**src/rtl/twi_bridge_pkg.sv**
```systemverilog
package twi_bridge_pkg;

    localparam int WORD_W  = 64;
    localparam int BYTE_W  = 8;
    localparam int BUSY_B  = 63;
    localparam int CLS_HI  = 59;
    localparam int CLS_LO  = 58;
    localparam int DIR_B   = 56;
    localparam int CODE_LO = 32;
    localparam int CODE_W  = 3;

    localparam logic [BYTE_W-1:0] ST_IDLE  = 8'hF8;
    localparam logic [BYTE_W-1:0] ST_RESET = 8'h00;

    typedef enum logic [2:0] {
        TGT_NONE,
        TGT_DATA,
        TGT_CTL,
        TGT_CLK_STAT,
        TGT_SRST,
        TGT_DIV
    } tgt_e;

    typedef struct packed {
        logic              is_rd;
        tgt_e              tgt;
        logic [BYTE_W-1:0] wbyte;
    } access_t;

    function automatic tgt_e pick_target(input logic cls_hi, input logic cls_lo,
                                         input logic [CODE_W-1:0] code);
        tgt_e t;
        t = TGT_NONE;
        if (cls_hi && cls_lo) begin
            case (code)
                3'd1:    t = TGT_DATA;
                3'd2:    t = TGT_CTL;
                3'd3:    t = TGT_CLK_STAT;
                3'd7:    t = TGT_SRST;
                default: t = TGT_NONE;
            endcase
        end else if (cls_hi) begin
            t = TGT_DIV;
        end
        return t;
    endfunction

endpackage

```
**src/rtl/twi_cmd_decode.sv**
```systemverilog
module twi_cmd_decode
    import twi_bridge_pkg::*;
(
    input  logic              cls_hi,
    input  logic              cls_lo,
    input  logic              dir_rd,
    input  logic [CODE_W-1:0] code,
    input  logic [BYTE_W-1:0] wbyte,
    output access_t           acc
);
    always_comb begin
        acc.is_rd = dir_rd;
        acc.tgt   = pick_target(cls_hi, cls_lo, code);
        acc.wbyte = wbyte;
    end
endmodule

```
**src/rtl/twi_cmd_reg.sv**
```systemverilog
module twi_cmd_reg
    import twi_bridge_pkg::*;
#(
    parameter int LAT = 3
) (
    input  logic              clk,
    input  logic              rst,
    input  logic              host_we,
    input  logic [WORD_W-1:0] host_wdata,
    input  logic              acc_is_rd,
    input  logic [BYTE_W-1:0] rd_byte,
    output logic [WORD_W-1:0] word,
    output logic              fire
);
    localparam int CNT_W = (LAT > 1) ? $clog2(LAT) : 1;
    localparam logic [CNT_W-1:0] CNT_INIT = CNT_W'(LAT - 1);

    logic [WORD_W-2:0] body_q;
    logic              busy_q;
    logic [CNT_W-1:0]  cnt_q;
    logic              accept;

    assign accept = host_we && !busy_q;
    assign fire   = busy_q && (cnt_q == '0);
    assign word   = {busy_q, body_q};

    always_ff @(posedge clk) begin
        if (rst) begin
            body_q <= '0;
            busy_q <= 1'b0;
            cnt_q  <= '0;
        end else if (accept) begin
            body_q <= host_wdata[WORD_W-2:0];
            busy_q <= host_wdata[BUSY_B];
            cnt_q  <= CNT_INIT;
        end else if (busy_q) begin
            if (cnt_q == '0) begin
                busy_q <= 1'b0;
                if (acc_is_rd)
                    body_q[BYTE_W-1:0] <= rd_byte;
            end else begin
                cnt_q <= cnt_q - 1'b1;
            end
        end
    end
endmodule

```
**src/rtl/twi_regfile.sv**
```systemverilog
module twi_regfile
    import twi_bridge_pkg::*;
(
    input  logic              clk,
    input  logic              rst,
    input  logic              fire,
    input  access_t           acc,
    output logic [BYTE_W-1:0] rd_byte,
    output logic [BYTE_W-1:0] ctl_q,
    output logic [BYTE_W-1:0] div_q,
    output logic [BYTE_W-1:0] clkctl_q
);
    logic [BYTE_W-1:0] data_q;
    logic [BYTE_W-1:0] stat_q;
    logic              wr;

    assign wr = fire && !acc.is_rd;

    always_ff @(posedge clk) begin
        if (rst) begin
            data_q   <= '0;
            ctl_q    <= '0;
            div_q    <= '0;
            clkctl_q <= '0;
            stat_q   <= ST_RESET;
        end else if (wr) begin
            case (acc.tgt)
                TGT_DATA:     data_q   <= acc.wbyte;
                TGT_CTL:      ctl_q    <= acc.wbyte;
                TGT_CLK_STAT: clkctl_q <= acc.wbyte;
                TGT_DIV:      div_q    <= acc.wbyte;
                TGT_SRST: begin
                    stat_q <= ST_IDLE;
                    data_q <= '0;
                    ctl_q  <= '0;
                end
                default: ;
            endcase
        end
    end

    always_comb begin
        case (acc.tgt)
            TGT_DATA:     rd_byte = data_q;
            TGT_CTL:      rd_byte = ctl_q;
            TGT_CLK_STAT: rd_byte = stat_q;
            TGT_DIV:      rd_byte = div_q;
            default:      rd_byte = '0;
        endcase
    end
endmodule

```
**src/rtl/twi_indirect_bridge.sv**
```systemverilog
module twi_indirect_bridge
    import twi_bridge_pkg::*;
#(
    parameter int LAT = 3
) (
    input  logic        clk,
    input  logic        rst,
    input  logic        host_we,
    input  logic [63:0] host_wdata,
    output logic [63:0] host_rdata,
    output logic [7:0]  ctl_cfg,
    output logic [7:0]  clkdiv_cfg,
    output logic [7:0]  clkctl_cfg
);
    logic [WORD_W-1:0] word;
    access_t           acc;
    logic              fire;
    logic [BYTE_W-1:0] rd_byte;

    twi_cmd_reg #(.LAT(LAT)) u_cmd (
        .clk        (clk),
        .rst        (rst),
        .host_we    (host_we),
        .host_wdata (host_wdata),
        .acc_is_rd  (acc.is_rd),
        .rd_byte    (rd_byte),
        .word       (word),
        .fire       (fire)
    );

    twi_cmd_decode u_dec (
        .cls_hi (word[CLS_HI]),
        .cls_lo (word[CLS_LO]),
        .dir_rd (word[DIR_B]),
        .code   (word[CODE_LO +: CODE_W]),
        .wbyte  (word[BYTE_W-1:0]),
        .acc    (acc)
    );

    twi_regfile u_rf (
        .clk      (clk),
        .rst      (rst),
        .fire     (fire),
        .acc      (acc),
        .rd_byte  (rd_byte),
        .ctl_q    (ctl_cfg),
        .div_q    (clkdiv_cfg),
        .clkctl_q (clkctl_cfg)
    );

    assign host_rdata = word;
endmodule

```
**config.mk**
```make
export PLATFORM = sky130hd
export DESIGN_NAME = twi_indirect_bridge
export DESIGN_NICKNAME = d
export VERILOG_FILES = /design/src/rtl/twi_bridge_pkg.sv /design/src/rtl/twi_cmd_decode.sv /design/src/rtl/twi_cmd_reg.sv /design/src/rtl/twi_regfile.sv /design/src/rtl/twi_indirect_bridge.sv
export SDC_FILE = /design/constraint.sdc
export NUM_CORES = 1
export LEC_CHECK = 0
export BUFFER_PORTS_ARGS = -buffer_cell sky130_fd_sc_hd__buf_2
export CAP_MARGIN = 30
export CORE_ASPECT_RATIO = 0.6
export CORE_MARGIN = 2
export CORE_UTILIZATION = 48
export CTS_BUF_LIST = sky130_fd_sc_hd__clkbuf_4 sky130_fd_sc_hd__clkbuf_8
export DETAILED_ROUTE_END_ITERATION = 8
export PLACE_DENSITY = 0.86
export SLEW_MARGIN = 20
export SYNTH_ARGS = -nofsm -noshare
export SYNTH_HDL_FRONTEND = slang
export SYNTH_SLANG_ARGS = --single-unit
```
**constraint.sdc**
```tcl
create_clock -name clk -period 2 [get_ports clk]
set_input_delay 0.1 -clock clk [delete_from_list [all_inputs] [get_ports clk]]
set_output_delay 0.1 -clock clk [all_outputs]
set_load 0.03 [all_outputs]
```
==> results by stage, run 1 <==
Status:
- The flow ran to the end, and the final reports show no timing, DRC or antenna violations.

Placed design:
- Buffers placed on the I/O ports in this run total 154.
- The wire-length estimate of the detail-placed layout is 7.60 mm.
- Counting tap cells, the placed design contains a total of around 660 instances.
- Prior to clock tree synthesis, the placed netlist has a worst setup slack of 131 ps.
- The congestion estimate from routability-driven global placement came to approximately 0.96.

Setup path:
- For the worst setup path, the data required time is 2320 ps.
- Traced cell by cell, the critical path runs through nand4b_1, o22ai_1, a21oi_1, a22o_1.
- The worst-path cell with the longest stage delay is a21oi_1.
- The start of the worst register-to-register path is u_cmd.body_q[34].
- The endpoint identified for the worst register-to-register timing path is u_rf.ctl_q[1].
- The number of buffers and inverters on the critical path is 0.
- The endpoint type of the worst setup path is a flop.
- The internal reg-to-reg setup slack is 130 ps.
- The cell type group with the largest total delay on the critical path is compound AO/OA/AOI/OAI gates.
- The startpoint type of the worst setup path is a flop.
- The number of cells on the worst reg-to-reg path is 4.
- The largest single stage delay on the critical path is 690 ps.
- The worst setup path is of the flop to flop kind.
- The data arrival at the endpoint of the critical path is between 2000 and 2500 ps.
- In this run the worst path has a maximum fanout of 8.

Global route:
- The global-route congestion overflow total is 0.
- The initial antenna violation count came to 0.
- The via count of the first global-routing pass came to ~3,800.
- Entering global routing, the biggest net connects 84 pins.
- The wire length of the first global-routing pass is between 15 and 20 mm.
- Across every metal layer, demand over resource in global routing totals 27.6%.

Detailed routing:
- The detailed-route via count is 3,969.
- For this block, the initial DRC count from the detailed router was 364.
- The first-pass iteration count of the detailed router is 5.
- The routed wire length per instance is between 15 and 20 um.
- The routed wire length is 11.8 mm.
- The detail-routed via count per cell is ~5.4.
- The remaining antenna violation count after routing is 0.
- In the routed design, unresolved DRC markers number 0.

Synthesis:
- The number of library cell types mapped by synthesis is 32.
- The average instance area after synthesis is 8.76 um2.
- The share of the Yosys chip area taken by registers is 53.5%.
- The cell taking the most area after synthesis is dfxtp_1.
- The cell area after synthesis is approximately 0.0037 mm2.
- Counting every instance in the synthesized netlist gives approximately 420.
- Yosys printed 0 warnings.
- In this run, synthesis produced a sequential element count of 99.
- Of the post-synthesis cell area, the dominant cell type holds 53.5%.
- The post-synthesis net count is 490.
- The most used flip-flop cell after synthesis is dfxtp_1.
- The most common cell in the synthesized netlist is nand2_1.
- Ranked by instance count, the synthesized netlist is headed by nand2_1 (124), dfxtp_1 (99), a21oi_1 (67), a22o_1 (16), nor2_1 (14).
- In this run, synthesis inferred 0 flip-flops with an integrated enable.
- For this run, asynchronously set or reset flops after synthesis account for 0%.
- In the post-synthesis netlist, the biggest area contributors are dfxtp_1 (53%), nand2_1 (13%), a21oi_1 (9.0%).

Power:
- For this design the total switching power over the nets is around 1.2 mW.
- The leakage power total is 2.38 nW.
- In this run switching power makes up 28.6% of total power.
- The worst IR drop on VDD is 0.480 mV.
- The combinational cell fraction of total power is 16.0%.
- The clock network fraction of total power is 32.2%.
- The sequential share of power is 51.8%.
- Dividing total power by cell area gives a power density of 765 mW/mm2.
- Cell internal power was estimated by the tool at roughly 2.9 mW.

Worst hold path:
- The path category of the worst min-delay check is input port to flop.
- The depth of the worst hold-timing path is 3.
- The capture endpoint of the worst hold path is u_cmd.body_q[3].
- The startpoint of the lowest-slack hold path is host_wdata[3].

STA:
- The worst path meets setup with 126 ps of slack.
- Based on the critical path, the design can be clocked at up to around 0.53 GHz.
- The sum of negative setup slack is 0 ps.
- After layout, the worst path uses 93.7% of the clock period.
- Setup violations remaining at the end of the flow were counted as 0.
- The worst-case headroom to the max-slew limit is 43.0%.
- Subtracting the final worst setup slack from the clock period gives 1870 ps.
- Clock skew on the completed layout was measured at 16.1 ps.
- The count of endpoints failing hold in the final timing report is 0.
- The number of pins with negative max-slew slack in the final report is 0.
- The transition time at the pin with the least slew margin is 855 ps.
- Setup repair after global routing left no endpoint under its margin.

Final layout:
- The layout overhead on the synthesized area is 44.2%.
- In the final layout, the share of cells above drive strength 1 is 30.8%.
- The post-layout instance count excluding filler cells is 734.
- The number of filler instances in the final layout is 532.
- The number of antenna diodes in the final layout is 0.
- The number of nets in the layout is 692.

CTS:
- The clock tree synthesis step divided the H-tree into 3 levels.
- The clock net in this run drives a total of 99 sinks.
- The number of clock buffers inserted by TritonCTS is 9.
- The largest buffer count on any clock path is 2.
- The clock-pin slew reported for the worst setup and hold paths after clock tree synthesis is 100 ps.
- Once the clock tree was built, the resizer swapped 0 gates to a different size.
- The CTS tree is built.
- The clock reaches the later pin of the worst-skew pair after between 300 and 400 ps.
- Clock tree synthesis selected as its root buffer the cell clkbuf_8.

Floorplan:
- The number of core rows is 24.
- The floorplan die height is between 70 and 80 um.
- The starting utilization of the core area is 50.4%.
- The floorplan core area is roughly 0.0074 mm2.
- The area enclosed by the die boundary is ~0.0085 mm2.
- The boundary pin count is 155.
- The width of the chip is 117 um.

Run:
- Max-cap violations in this run came to 0.
==> power by group through the flow <==
| stage | logic [mW] | clock network, mW | registers (mW) |
|---|---|---|---|
| after global placement | 0.544 | 0 | 2.15 |
| after floorplan | 0.213 | 0 | 2.29 |
| final | 0.652 | 1.32 | 2.12 |
| after detailed placement | 0.556 | 0 | 2.16 |
| after CTS | 0.639 | 1.34 | 2.11 |
| after global routing | 0.699 | 1.42 | 2.13 |
==> flip-flops by register name (all words and copies together), names as in the netlist <==
| name | cells |
|---|---|
| u_rf.stat_q | 1 |
| u_rf.div_q | 8 |
| u_rf.data_q | 8 |
| u_rf.ctl_q | 8 |
| u_cmd.body_q | 63 |
| u_cmd.cnt_q | 2 |
| u_rf.clkctl_q | 8 |
| u_cmd.busy_q | 1 |
==> final cells by class <==
| type | count | area, um2 | share of cell area [%] |
|---|---|---|---|
| multi-input combinational | 289 | 1570 | 29.4 |
| clock inverter | 6 | 65.1 | 1.22 |
| sequential | 99 | 1980 | 37.1 |
| tap | 104 | 130 | 2.44 |
| clock buffer | 10 | 138 | 2.58 |
| timing repair buffer | 225 | 1450 | 27.2 |
| inverter | 1 | 3.75 | 0.0703 |
==> worst reg2reg max path, stage by stage (launching register included) <==
cell and delay [ps]:
dfxtp_1 500, nand4b_1 250, o22ai_1 110, a21oi_1 690, a22o_1 270
==> placed cells by master, fill, tap and decap left out, drive strengths merged, types with 3 or more instances in the layout <==
| cell type | n |
|---|---|
| dfxtp | 99 |
| nand3 | 9 |
| a22oi | 8 |
| nor2 | 14 |
| o21ai | 3 |
| a22o | 16 |
| nor2b | 3 |
| buf | 170 |
| mux2i | 8 |
| a222oi | 3 |
| nand2 | 124 |
| dlygate4sd3 | 55 |
| a32o | 5 |
| clkbuf | 10 |
| a221oi | 4 |
| a21oi | 67 |
| clkinv | 4 |
| o22ai | 9 |
==> kinds of logic (layout without fill, tap and decap cells) <==
| group | after synthesis | in the layout | synth area share (%) |
|---|---|---|---|
| DFF | 99 | 99 | 53.5 |
| buffers and inverters | 35 | 242 | 4.42 |
| xor gates and xnor gates | 1 | 1 | 0.236 |
| AOI/OAI and AO/OA | 117 | 117 | 19.9 |
| and+or+nand+nor | 163 | 163 | 19.9 |
| muxes | 8 | 8 | 2.16 |
==> repair_timing <==
item / 4_1_cts / 5_1_grt
endpoints found under the setup margin: 0 / 4
endpoints found under the hold margin: 55 / 0
hold buffers: 55 / 0
buffers inserted: 0 / 1
==> worst max path at each step <==
| stage | start | end | slack (ps) | cells after the start |
|---|---|---|---|---|
| 6_report | u_cmd.body_q[34] | u_rf.ctl_q[1] | 130 | 4 |
| 5_1_grt | u_cmd.busy_q | u_rf.clkctl_q[5] | 90 | 5 |
| 4_1_cts | u_cmd.busy_q | u_rf.clkctl_q[5] | 110 | 5 |
| 3_5_place_dp | u_cmd.busy_q | u_rf.clkctl_q[5] | 130 | 5 |
| 3_3_place_gp | u_cmd.busy_q | u_rf.ctl_q[4] | 270 | 4 |
| 2_1_floorplan | u_cmd.body_q[33] | u_rf.clkctl_q[0] | 290 | 6 |
==> per-layer routing <==
layer  GRT usage (%)  wire, um
met5               0         0
met3            7.78      1060
met4            9.77       259
met1            35.6      5110
met2            45.3      5350
==> through the flow <==
stage               area, um2  utilization [%]  hold WS, ps  power, mW
floorplan                3710                -          236       2.50
global placement         4580             62.3          340       2.70
detailed placement       4580             62.3          347       2.71
CTS                      5340             72.5         2.58       4.09
global route             5340             72.6         31.0       4.25
finish                   5340             72.6         20.2       4.09
(Power assumes the default switching activity.)
==> run 2: changes to the inputs <==
- SETUP_SLACK_MARGIN: not set -> 0.5
==> results by stage, run 2 (synthesis gave the netlist of run 1 again) <==
Floorplan:
- The area enclosed by the die boundary came to 0.00846 mm2 (unchanged).
- The floorplan die height is 72.1 um (unchanged).
- The boundary pin count is 155 (unchanged).
- The floorplan core area is 0.00736 mm2 (unchanged).
- The width of the chip is 117 um (unchanged).
- The starting utilization of the core area is 50.4% (unchanged).
- The number of core rows was 24 (unchanged).

Power:
- The leakage power total was 2.43 nW (+1.9%).
- The power per cell area was 730 mW/mm2 (-4.5%).
- The overall power was 4.02 mW (-1.7%).
- The worst IR drop on VDD is 0.506 mV (+5.4%).

Global route:
- The overall global routing resource usage is 29.4% (+1.8 points).
- The via count of the first global-routing pass is 3,919 (+4.1%).
- The global-route congestion overflow total is 0 (unchanged).
- The maximum number of pins on one net before global-route repair was 57 (-32%).
- The wire length of the first global-routing pass is 19.6 mm (+5.8%).
- The initial antenna violation count is 0 (unchanged).

Setup path:
- The worst register-to-register path begins at u_cmd.cnt_q[1].
- The startpoint type of the worst setup path is a flop.
- The setup path with the least slack is of type flop to flop.
- STA classifies the critical path endpoint as a flop.
- The maximum fanout encountered on the critical timing path came to 8 (unchanged).
- The most critical setup path has its startpoint at u_cmd.cnt_q[1].
- The data required time of the critical path is 2310 ps (about the same).
- The data arrival at the endpoint of the critical path is 1890 ps (-300 ps).

Detailed routing:
- The remaining antenna violation count after routing was 0 (unchanged).
- The detail-routed via count per cell came to 5.44 (+0.64%).
- The highest metal layer with signal wires is met4.
- The total length of routed met2 wires is 5.92 mm (+11%).
- The met1 routed wirelength after detailed routing is 5.23 mm (+2.3%).
- The detailed-route via count was 4,049 (+2.0%).
- The routed wire length per instance came to 16.8 um (+4.7%).
- The routed wire length is 12.5 mm (+6.1%).
- The first-pass iteration count of the detailed router came to 5 (unchanged).
- The met3 wire length is 1.05 mm (-0.95%).
- The DRC violations left came to 0 (unchanged).
- The starting DRC count in detailed routing is 369 (+1.4%).

Placed design:
- The total placed instance area is 0.00457 mm2 (-0.16%).
- The placer's final routability congestion estimate is 0.901 (-6.4%).
- The sum of net half-perimeters after detailed placement was 7.47 mm (-1.8%).
- The number of cells in the design after placement is 659 (-0.45%).
- The number of buffer cells added on primary ports is 154 (unchanged).

Worst hold path:
- The startpoint of the lowest-slack hold path is host_wdata[5].
- The path category of the worst min-delay check is input port to flop.

STA:
- The final setup violation count is 0 (unchanged).
- The count of endpoints failing hold in the final timing report is 0 (unchanged).
- The final period utilization is 78.7% (-15 points).
- The final setup skew is 14.3 ps (-1.79 ps).
- The achievable clock frequency is 0.635 GHz (+19%).
- Setup repair after global routing could not meet its margin everywhere.
- The number of pins with negative max-slew slack in the final report is 0 (unchanged).
- The worst-case headroom to the max-slew limit was 59.8% (+17 points).
- The time the worst path needs with I/O delays and setup is 1570 ps (-300 ps).
- The transition time at the pin with the least slew margin is 603 ps (-252 ps).
- The sum of negative setup slack is 0 ps (unchanged).

CTS:
- The clock network latency to the later pin of the worst-skew pair is 370 ps (about the same).
- The deepest level of the CTS H-tree is 3 (unchanged).
- The tree is rooted in a clkbuf_8.
- The largest buffer count on any clock path is 2 (unchanged).
- The clock-pin slew reported for the worst setup and hold paths after clock tree synthesis is 90 ps (about the same).
- TritonCTS built the clock tree.
- The clock sink total is 99 (unchanged).
- The number of clock buffers inserted by TritonCTS is 9 (unchanged).

Final layout:
- Leaving out fill and tap cells, the most frequent cells in the layout are buf_2 (154), nand2_1 (122), dfxtp_1 (92), a21oi_1 (66), dlygate4sd3_1 (56).
- The number of nets in the layout is 702 (+1.4%).
- The number of flip-flops under the largest register name is 63 (unchanged).
- The register name with the most flops is u_cmd.body_q.
- The number of filler instances in the final layout is 493 (-7.3%).
- The ratio of cells with drive above 1 in the final layout is 34.4% (+3.6 points).
- The most common library cell in the layout ignoring fill and taps is buf_2.
- The register area is 0.00200 mm2 (+0.95%).
- The area taken by multi-input logic gates is 0.00163 mm2 (+3.9%).
- The final instance area is 0.00550 mm2 (+3.0%).
- The post-layout instance count excluding filler cells is 744 (+1.4%).
- The count of inserted antenna diode cells is 0 (unchanged).
- The layout overhead on the synthesized area is 48.4%.

Status:
- The run finished with clean final reports.

Run:
- The max-cap violation count is 0 (unchanged).
## run 2: critical path, stage by stage, from the launching register on
cell,delay (ps)
dfxtp_1,470
nor4b_4,70
buf_4,150
buf_4,140
a21oi_2,450
a22o_1,230
## run 2: per-stage QoR
stage	hold slack [ps]	utilization [%]	worst slack, ps
2_1_floorplan	228	-	509
3_3_place_gp	340	62.2	206
3_5_place_dp	346	62.2	28.1
4_1_cts	14.2	73.6	375
5_1_grt	35.9	74.8	350
6_report	28.1	74.8	425
## run 2: routing by layer
metal,global-route usage [%],up-vias
li1,-,1890
met2,48.7,233
met3,8.33,32
met4,12.9,0
met5,0,-
met1,36.7,1894
## run 2: final timing paths
kind	to	slack [ps]	cells past startpoint
setup / recovery	u_rf.ctl_q[3]	430	5
setup reg to reg	u_rf.ctl_q[3]	430	5
hold / removal	u_cmd.body_q[5]	30	3
hold reg to reg	u_cmd.body_q[45]	460	2
## run 2: where the power goes
| part | internal [mW] | switching (mW) | total (mW) |
|---|---|---|---|
| logic | 0.267 | 0.402 | 0.669 |
| clock network | 0.523 | 0.701 | 1.22 |
| registers | 2.05 | 0.0754 | 2.12 |
## run 2: layout make-up
type / instances / share of cell area, %
clock buffer: 11 / 2.75
clock inverter: 5 / 0.660
inverter: 1 / 0.0682
multi-input combinational: 289 / 29.7
sequential: 99 / 36.4
tap: 104 / 2.37
timing repair buffer: 235 / 28.1
## run 2: what timing repair did
action,in CTS,in global routing
pin swaps,4,7
cloned,0,0
endpoints found under the hold margin,56,0
resized for setup,12,9
endpoints found under the setup margin,40,39
hold buffers,56,0
buffers inserted,6,7
